File: config.mk
export PLATFORM = sky130hd
export DESIGN_NAME = adc_start_ctrl
export DESIGN_NICKNAME = d
export VERILOG_FILES = /design/src/rtl/adc_start_pkg.sv /design/src/rtl/adc_fall_detect.sv /design/src/rtl/adc_trig_select.sv /design/src/rtl/adc_conv_window.sv /design/src/rtl/adc_start_ctrl.sv
export SDC_FILE = /design/constraint.sdc
export NUM_CORES = 1
export LEC_CHECK = 0
export BUFFER_PORTS_ARGS = -buffer_cell sky130_fd_sc_hd__buf_2
export CORE_AREA = 3 3 40 42
export CTS_CLUSTER_DIAMETER = 100
export DETAILED_ROUTE_END_ITERATION = 10
export DIE_AREA = 0 0 43 45
export GPL_TIMING_DRIVEN = 0
export HOLD_SLACK_MARGIN = 0.05
export MAX_ROUTING_LAYER = met4
export PLACE_DENSITY_LB_ADDON = 0.1
export SLEW_MARGIN = 20
export SYNTH_ARGS = -nofsm -noshare
export SYNTH_HDL_FRONTEND = slang
export SYNTH_SLANG_ARGS = --single-unit
File: constraint.sdc
create_clock -name clk_i -period 1.7 [get_ports clk_i]
set_clock_uncertainty 0.1 [all_clocks]
set_input_delay 0.17 -clock clk_i [delete_from_list [all_inputs] [get_ports clk_i]]
set_output_delay 0.17 -clock clk_i [all_outputs]
set_load 0.01 [all_outputs]
File: src/rtl/adc_start_pkg.sv
package adc_start_pkg;
  typedef enum logic [2:0] {
    SRC_EXT   = 3'd0,
    SRC_TMR1  = 3'd1,
    SRC_TMR0  = 3'd2,
    SRC_SW    = 3'd3,
    SRC_CONT  = 3'd4,
    SRC_ARRAY = 3'd5
  } src_e;

  localparam int unsigned NUM_SRC = 6;
endpackage

File: src/rtl/adc_fall_detect.sv
module adc_fall_detect #(
  parameter int unsigned STAGES = 2
) (
  input  logic clk_i,
  input  logic rst_ni,
  input  logic pin_i,
  output logic fall_o
);
  logic [STAGES-1:0] sync_q;
  logic              last_q;

  // idle level of the active-low pin is high
  always_ff @(posedge clk_i or negedge rst_ni) begin
    if (!rst_ni) begin
      sync_q <= '1;
      last_q <= 1'b1;
    end else begin
      sync_q <= {sync_q[STAGES-2:0], pin_i};
      last_q <= sync_q[STAGES-1];
    end
  end

  assign fall_o = last_q & ~sync_q[STAGES-1];


  fall_single_chk: assert property (@(posedge clk_i) disable iff (!rst_ni)
    fall_o |=> !fall_o);
endmodule

File: src/rtl/adc_trig_select.sv
module adc_trig_select
  import adc_start_pkg::*;
(
  input  logic [2:0] mode_i,
  input  logic       enable_i,
  input  logic       idle_i,
  input  logic       fall_i,
  input  logic       tmr1_i,
  input  logic       tmr0_i,
  input  logic       sw_i,
  input  logic       array_i,
  output logic       trig_o
);
  logic [NUM_SRC-1:0] req;
  logic [NUM_SRC-1:0] hit;

  always_comb begin
    req                 = '0;
    req[int'(SRC_EXT)]   = fall_i;
    req[int'(SRC_TMR1)]  = tmr1_i;
    req[int'(SRC_TMR0)]  = tmr0_i;
    req[int'(SRC_SW)]    = sw_i;
    req[int'(SRC_CONT)]  = 1'b1;
    req[int'(SRC_ARRAY)] = array_i;
  end

  for (genvar k = 0; k < NUM_SRC; k++) begin : g_src
    localparam bit UNGATED = (k == int'(SRC_CONT));
    localparam bit PREEMPT = (k == int'(SRC_EXT));
    logic sel;
    assign sel    = (mode_i == 3'(k));
    assign hit[k] = req[k] & sel
                  & (UNGATED ? 1'b1 : enable_i)
                  & (PREEMPT ? 1'b1 : idle_i);
  end

  assign trig_o = |hit;
endmodule

File: src/rtl/adc_conv_window.sv
module adc_conv_window #(
  parameter int unsigned CONV_CYCLES = 16
) (
  input  logic clk_i,
  input  logic rst_ni,
  input  logic start_i,
  output logic busy_o,
  output logic done_o
);
  localparam int unsigned CNT_W = (CONV_CYCLES > 2) ? $clog2(CONV_CYCLES) : 1;
  localparam logic [CNT_W-1:0] LAST = CNT_W'(CONV_CYCLES - 1);

  logic [CNT_W-1:0] cnt_q;
  logic             busy_q;
  logic             done_q;

  always_ff @(posedge clk_i or negedge rst_ni) begin
    if (!rst_ni) begin
      cnt_q  <= '0;
      busy_q <= 1'b0;
      done_q <= 1'b0;
    end else if (start_i) begin
      // a new start reloads even mid-window: old conversion is dropped
      cnt_q  <= LAST;
      busy_q <= 1'b1;
      done_q <= 1'b0;
    end else if (busy_q && cnt_q == '0) begin
      busy_q <= 1'b0;
      done_q <= 1'b1;
    end else begin
      if (busy_q) cnt_q <= cnt_q - 1'b1;
      done_q <= 1'b0;
    end
  end

  assign busy_o = busy_q;
  assign done_o = done_q;


  done_after_busy_chk: assert property (@(posedge clk_i) disable iff (!rst_ni)
    done_o |-> ($past(busy_o) && !busy_o));

  busy_rise_chk: assert property (@(posedge clk_i) disable iff (!rst_ni)
    $rose(busy_o) |-> $past(start_i));

  done_pulse_chk: assert property (@(posedge clk_i) disable iff (!rst_ni)
    done_o |=> !done_o);
endmodule

File: src/rtl/adc_start_ctrl.sv
module adc_start_ctrl
  import adc_start_pkg::*;
#(
  parameter int unsigned CONV_CYCLES = 16,
  parameter int unsigned SYNC_STAGES = 2
) (
  input  logic       clk_i,
  input  logic       rst_ni,
  input  logic [2:0] mode_i,
  input  logic       enable_i,
  input  logic       ext_n_i,
  input  logic       tmr1_ovf_i,
  input  logic       tmr0_ovf_i,
  input  logic       sw_req_i,
  input  logic       array_trig_i,
  output logic       start_o,
  output logic       busy_o,
  output logic       done_o
);
  logic fall;
  logic trig;
  logic idle;
  logic start_q;

  adc_fall_detect #(.STAGES(SYNC_STAGES)) u_fall (
    .clk_i  (clk_i),
    .rst_ni (rst_ni),
    .pin_i  (ext_n_i),
    .fall_o (fall)
  );

  assign idle = ~busy_o & ~start_q;

  adc_trig_select u_sel (
    .mode_i   (mode_i),
    .enable_i (enable_i),
    .idle_i   (idle),
    .fall_i   (fall),
    .tmr1_i   (tmr1_ovf_i),
    .tmr0_i   (tmr0_ovf_i),
    .sw_i     (sw_req_i),
    .array_i  (array_trig_i),
    .trig_o   (trig)
  );

  always_ff @(posedge clk_i or negedge rst_ni) begin
    if (!rst_ni) start_q <= 1'b0;
    else         start_q <= trig;
  end

  adc_conv_window #(.CONV_CYCLES(CONV_CYCLES)) u_win (
    .clk_i   (clk_i),
    .rst_ni  (rst_ni),
    .start_i (start_q),
    .busy_o  (busy_o),
    .done_o  (done_o)
  );

  assign start_o = start_q;


  start_pulse_chk: assert property (@(posedge clk_i) disable iff (!rst_ni)
    start_o |=> !start_o);

  spare_code_chk: assert property (@(posedge clk_i) disable iff (!rst_ni)
    start_o |-> ($past(mode_i) <= 3'd5));

  enable_gate_chk: assert property (@(posedge clk_i) disable iff (!rst_ni)
    start_o |-> ($past(enable_i) || $past(mode_i) == SRC_CONT));

  busy_ignore_chk: assert property (@(posedge clk_i) disable iff (!rst_ni)
    (start_o && $past(mode_i) != SRC_EXT) |-> !$past(busy_o));
endmodule

==> impl_metrics.tcl <==
set metrics [dict create \
    status "complete, no violations" \
    yosys_most_used_dff "dfrtp_1" \
    max_freq_ghz 0.675 \
    synth_top_area_share_pct 36.8 \
    hold_path.class "input pin to flop" \
    synth-seq-cells 10 \
    clock_latency_ns 0.26 \
    cp-start-kind "flop" \
    r2r_slack_ns 0.22 \
    worst_pin_slew_ns 0.261 \
    layout.nets 77 \
    pre_cts_ws_ns 0.215 \
    syn_area_per_cell_um2 10.8 \
    clock-sinks 10 \
    fin_setup_tns_ns 0 \
    portBuffers 13 \
    yosys-top-cells-area "dfrtp_1 (37%), dfstp_2 (17%), ha_1 (5.3%), o21ai_0 (5.3%), or4b_1 (4.2%)" \
    n_antenna_cell 0 \
    drtIter0Drc 8 \
    yosysTopAreaCell "dfrtp_1" \
    drive_gt1_share_pct 31.7 \
    viasPerCell 4.97 \
    crit_path_max_fanout 6 \
    hold_ws_ns 0.128 \
    post_cts_buffers 0 \
    critPathKind "flop to flop" \
    core_area_um2 1280 \
    cts.repair.resized 0 \
    power_density_nw_per_um2 1350 \
    start_util_pct 37.0 \
    power_leakage_nw 0.285 \
    yosys_warnings 0 \
    setup_viol 0 \
    global_route.usage.total_pct 10.1 \
    clock_path_buffers 2 \
    grt_pass1_wl_um 1400 \
    utilization_pct 47.1 \
    synth_edf_count 0 \
    slew_violations 0 \
    final.period_utilization_pct 87.1 \
    synthArstFlopShare_pct 100 \
    ys_types 22 \
    nFillCells 130 \
    ys_seq_area_share_pct 53.4 \
    drt_pass1_iterations 4 \
    dp_cells 72 \
    route.detailed.drc 0 \
    syn_area_um2 475 \
    grt_pass1_vias 343 \
    final_antenna_net_count 0 \
    hold_buffers 2 \
    die_w_um 43 \
    synth_fp_nets 57 \
    power_mw 0.819 \
    timing.final.ws_setup_ns 0.219 \
    tritoncts "built" \
    ir_drop_mv 0.697 \
    clk_pin_slew_ns 0.07 \
    finalHoldViolCount 0 \
    routed_wl_um 841 \
    syn_inst 44 \
    die-area_um2 1940 \
    h-tree-depth 1 \
    final_cell_mix "buf_2 (13), dfrtp_1 (7), o21ai_0 (5)" \
    final_area_um2 606 \
    final_cells 78 \
    cts_made_buffers 3 \
    rsz0062_at_grt "false" \
    critPathCaptureType "flop" \
    place_hpwl_um 662 \
    dieHeight_um 45 \
    io_pins 14 \
    wl_per_cell_um 10.8 \
    grt_start_max_net_pins 11 \
    antenna_found_initial 0 \
    gp_congestion 0.730 \
    period_minus_slack_ns 1.48 \
    placed_area_um2 559 \
    std_cell_rows 13 \
    root_buffer "clkbuf_4" \
    worst_ep_arrival_time_ns 1.53 \
    cap_violations 0 \
    final_common_cell "buf_2" \
    crit_required_ns 1.75 \
    synthToLayoutAreaGrowth_pct 27.4 \
    routed-via-count 388 \
    grt-ovfl-total 0 \
    slew_headroom_pct 82.4 \
]
[worst max-delay path, stage by stage (launching register included)]
cell	delay (ns)
dfrtp_1	0.43
or4b_1	0.54
a211o_1	0.30
[cells in the mapped netlist (all sizes together) (2+ instances only)]
library cell  n
o211ai        2
inv           4
ha            2
or4b          2
o21ai         5
nand3         2
dfrtp         7
dfstp         3
nor3b         2
nand2         3
[sequential cells by signal, indices dropped and copies added, names as in the netlist]
register / flops
u_win.cnt_q: 4
u_fall.sync_q: 2
start_o: 1
u_fall.last_q: 1
u_win.busy_o: 1
u_win.done_o: 1
[final cells by class]
class / count / area [um2] / area share (%)
multi-input cells: 30 / 206 / 34.1
well taps: 15 / 18.8 / 3.10
flip-flops and latches: 10 / 254 / 41.9
inverters: 4 / 15.0 / 2.48
clock buffers: 4 / 26.3 / 4.34
repair buffers: 15 / 85.1 / 14.0
[per-layer routing]
layer | part of all wire, % | wire, um | track usage (%)
met1 | 50 | 420 | 13.7
met2 | 45 | 375 | 13.2
met3 | 5.5 | 46 | 4.78
met4 | 0 | 0 | 3.61
met5 | 0 | 0 | -
[report_power, final]
part           internal [mW]  leakage (nW)  switching [mW]
combinational          0.134         0.155           0.135
clock                 0.0902        0.0150          0.0756
sequential             0.313         0.114          0.0713
[final timing paths]
check,depth (start not counted),startpoint,to
max in group asynchronous,2,rst_ni,u_fall.last_q
max reg2reg,2,u_win.cnt_q[2],u_win.cnt_q[3]
min,3,mode_i[1],start_o
max,2,u_win.cnt_q[2],u_win.cnt_q[3]
min in group asynchronous,2,rst_ni,u_win.cnt_q[2]
min reg2reg,0,u_fall.sync_q[0],u_fall.sync_q[1]
[logic make-up (layout without fill, tap and decap cells)]
| logic type | count (synthesis) | in the layout | share of synthesized area [%] |
|---|---|---|---|
| AO/OA/AOI/OAI | 11 | 11 | 14.5 |
| buffers and inverters | 4 | 23 | 3.16 |
| multiplexers | 1 | 1 | 2.37 |
| AND/OR/NAND/NOR | 16 | 16 | 21.3 |
| adder cells (fa/ha/maj) | 2 | 2 | 5.26 |
| flip-flops | 10 | 10 | 53.4 |
Power figures use the tool's default switching activity.
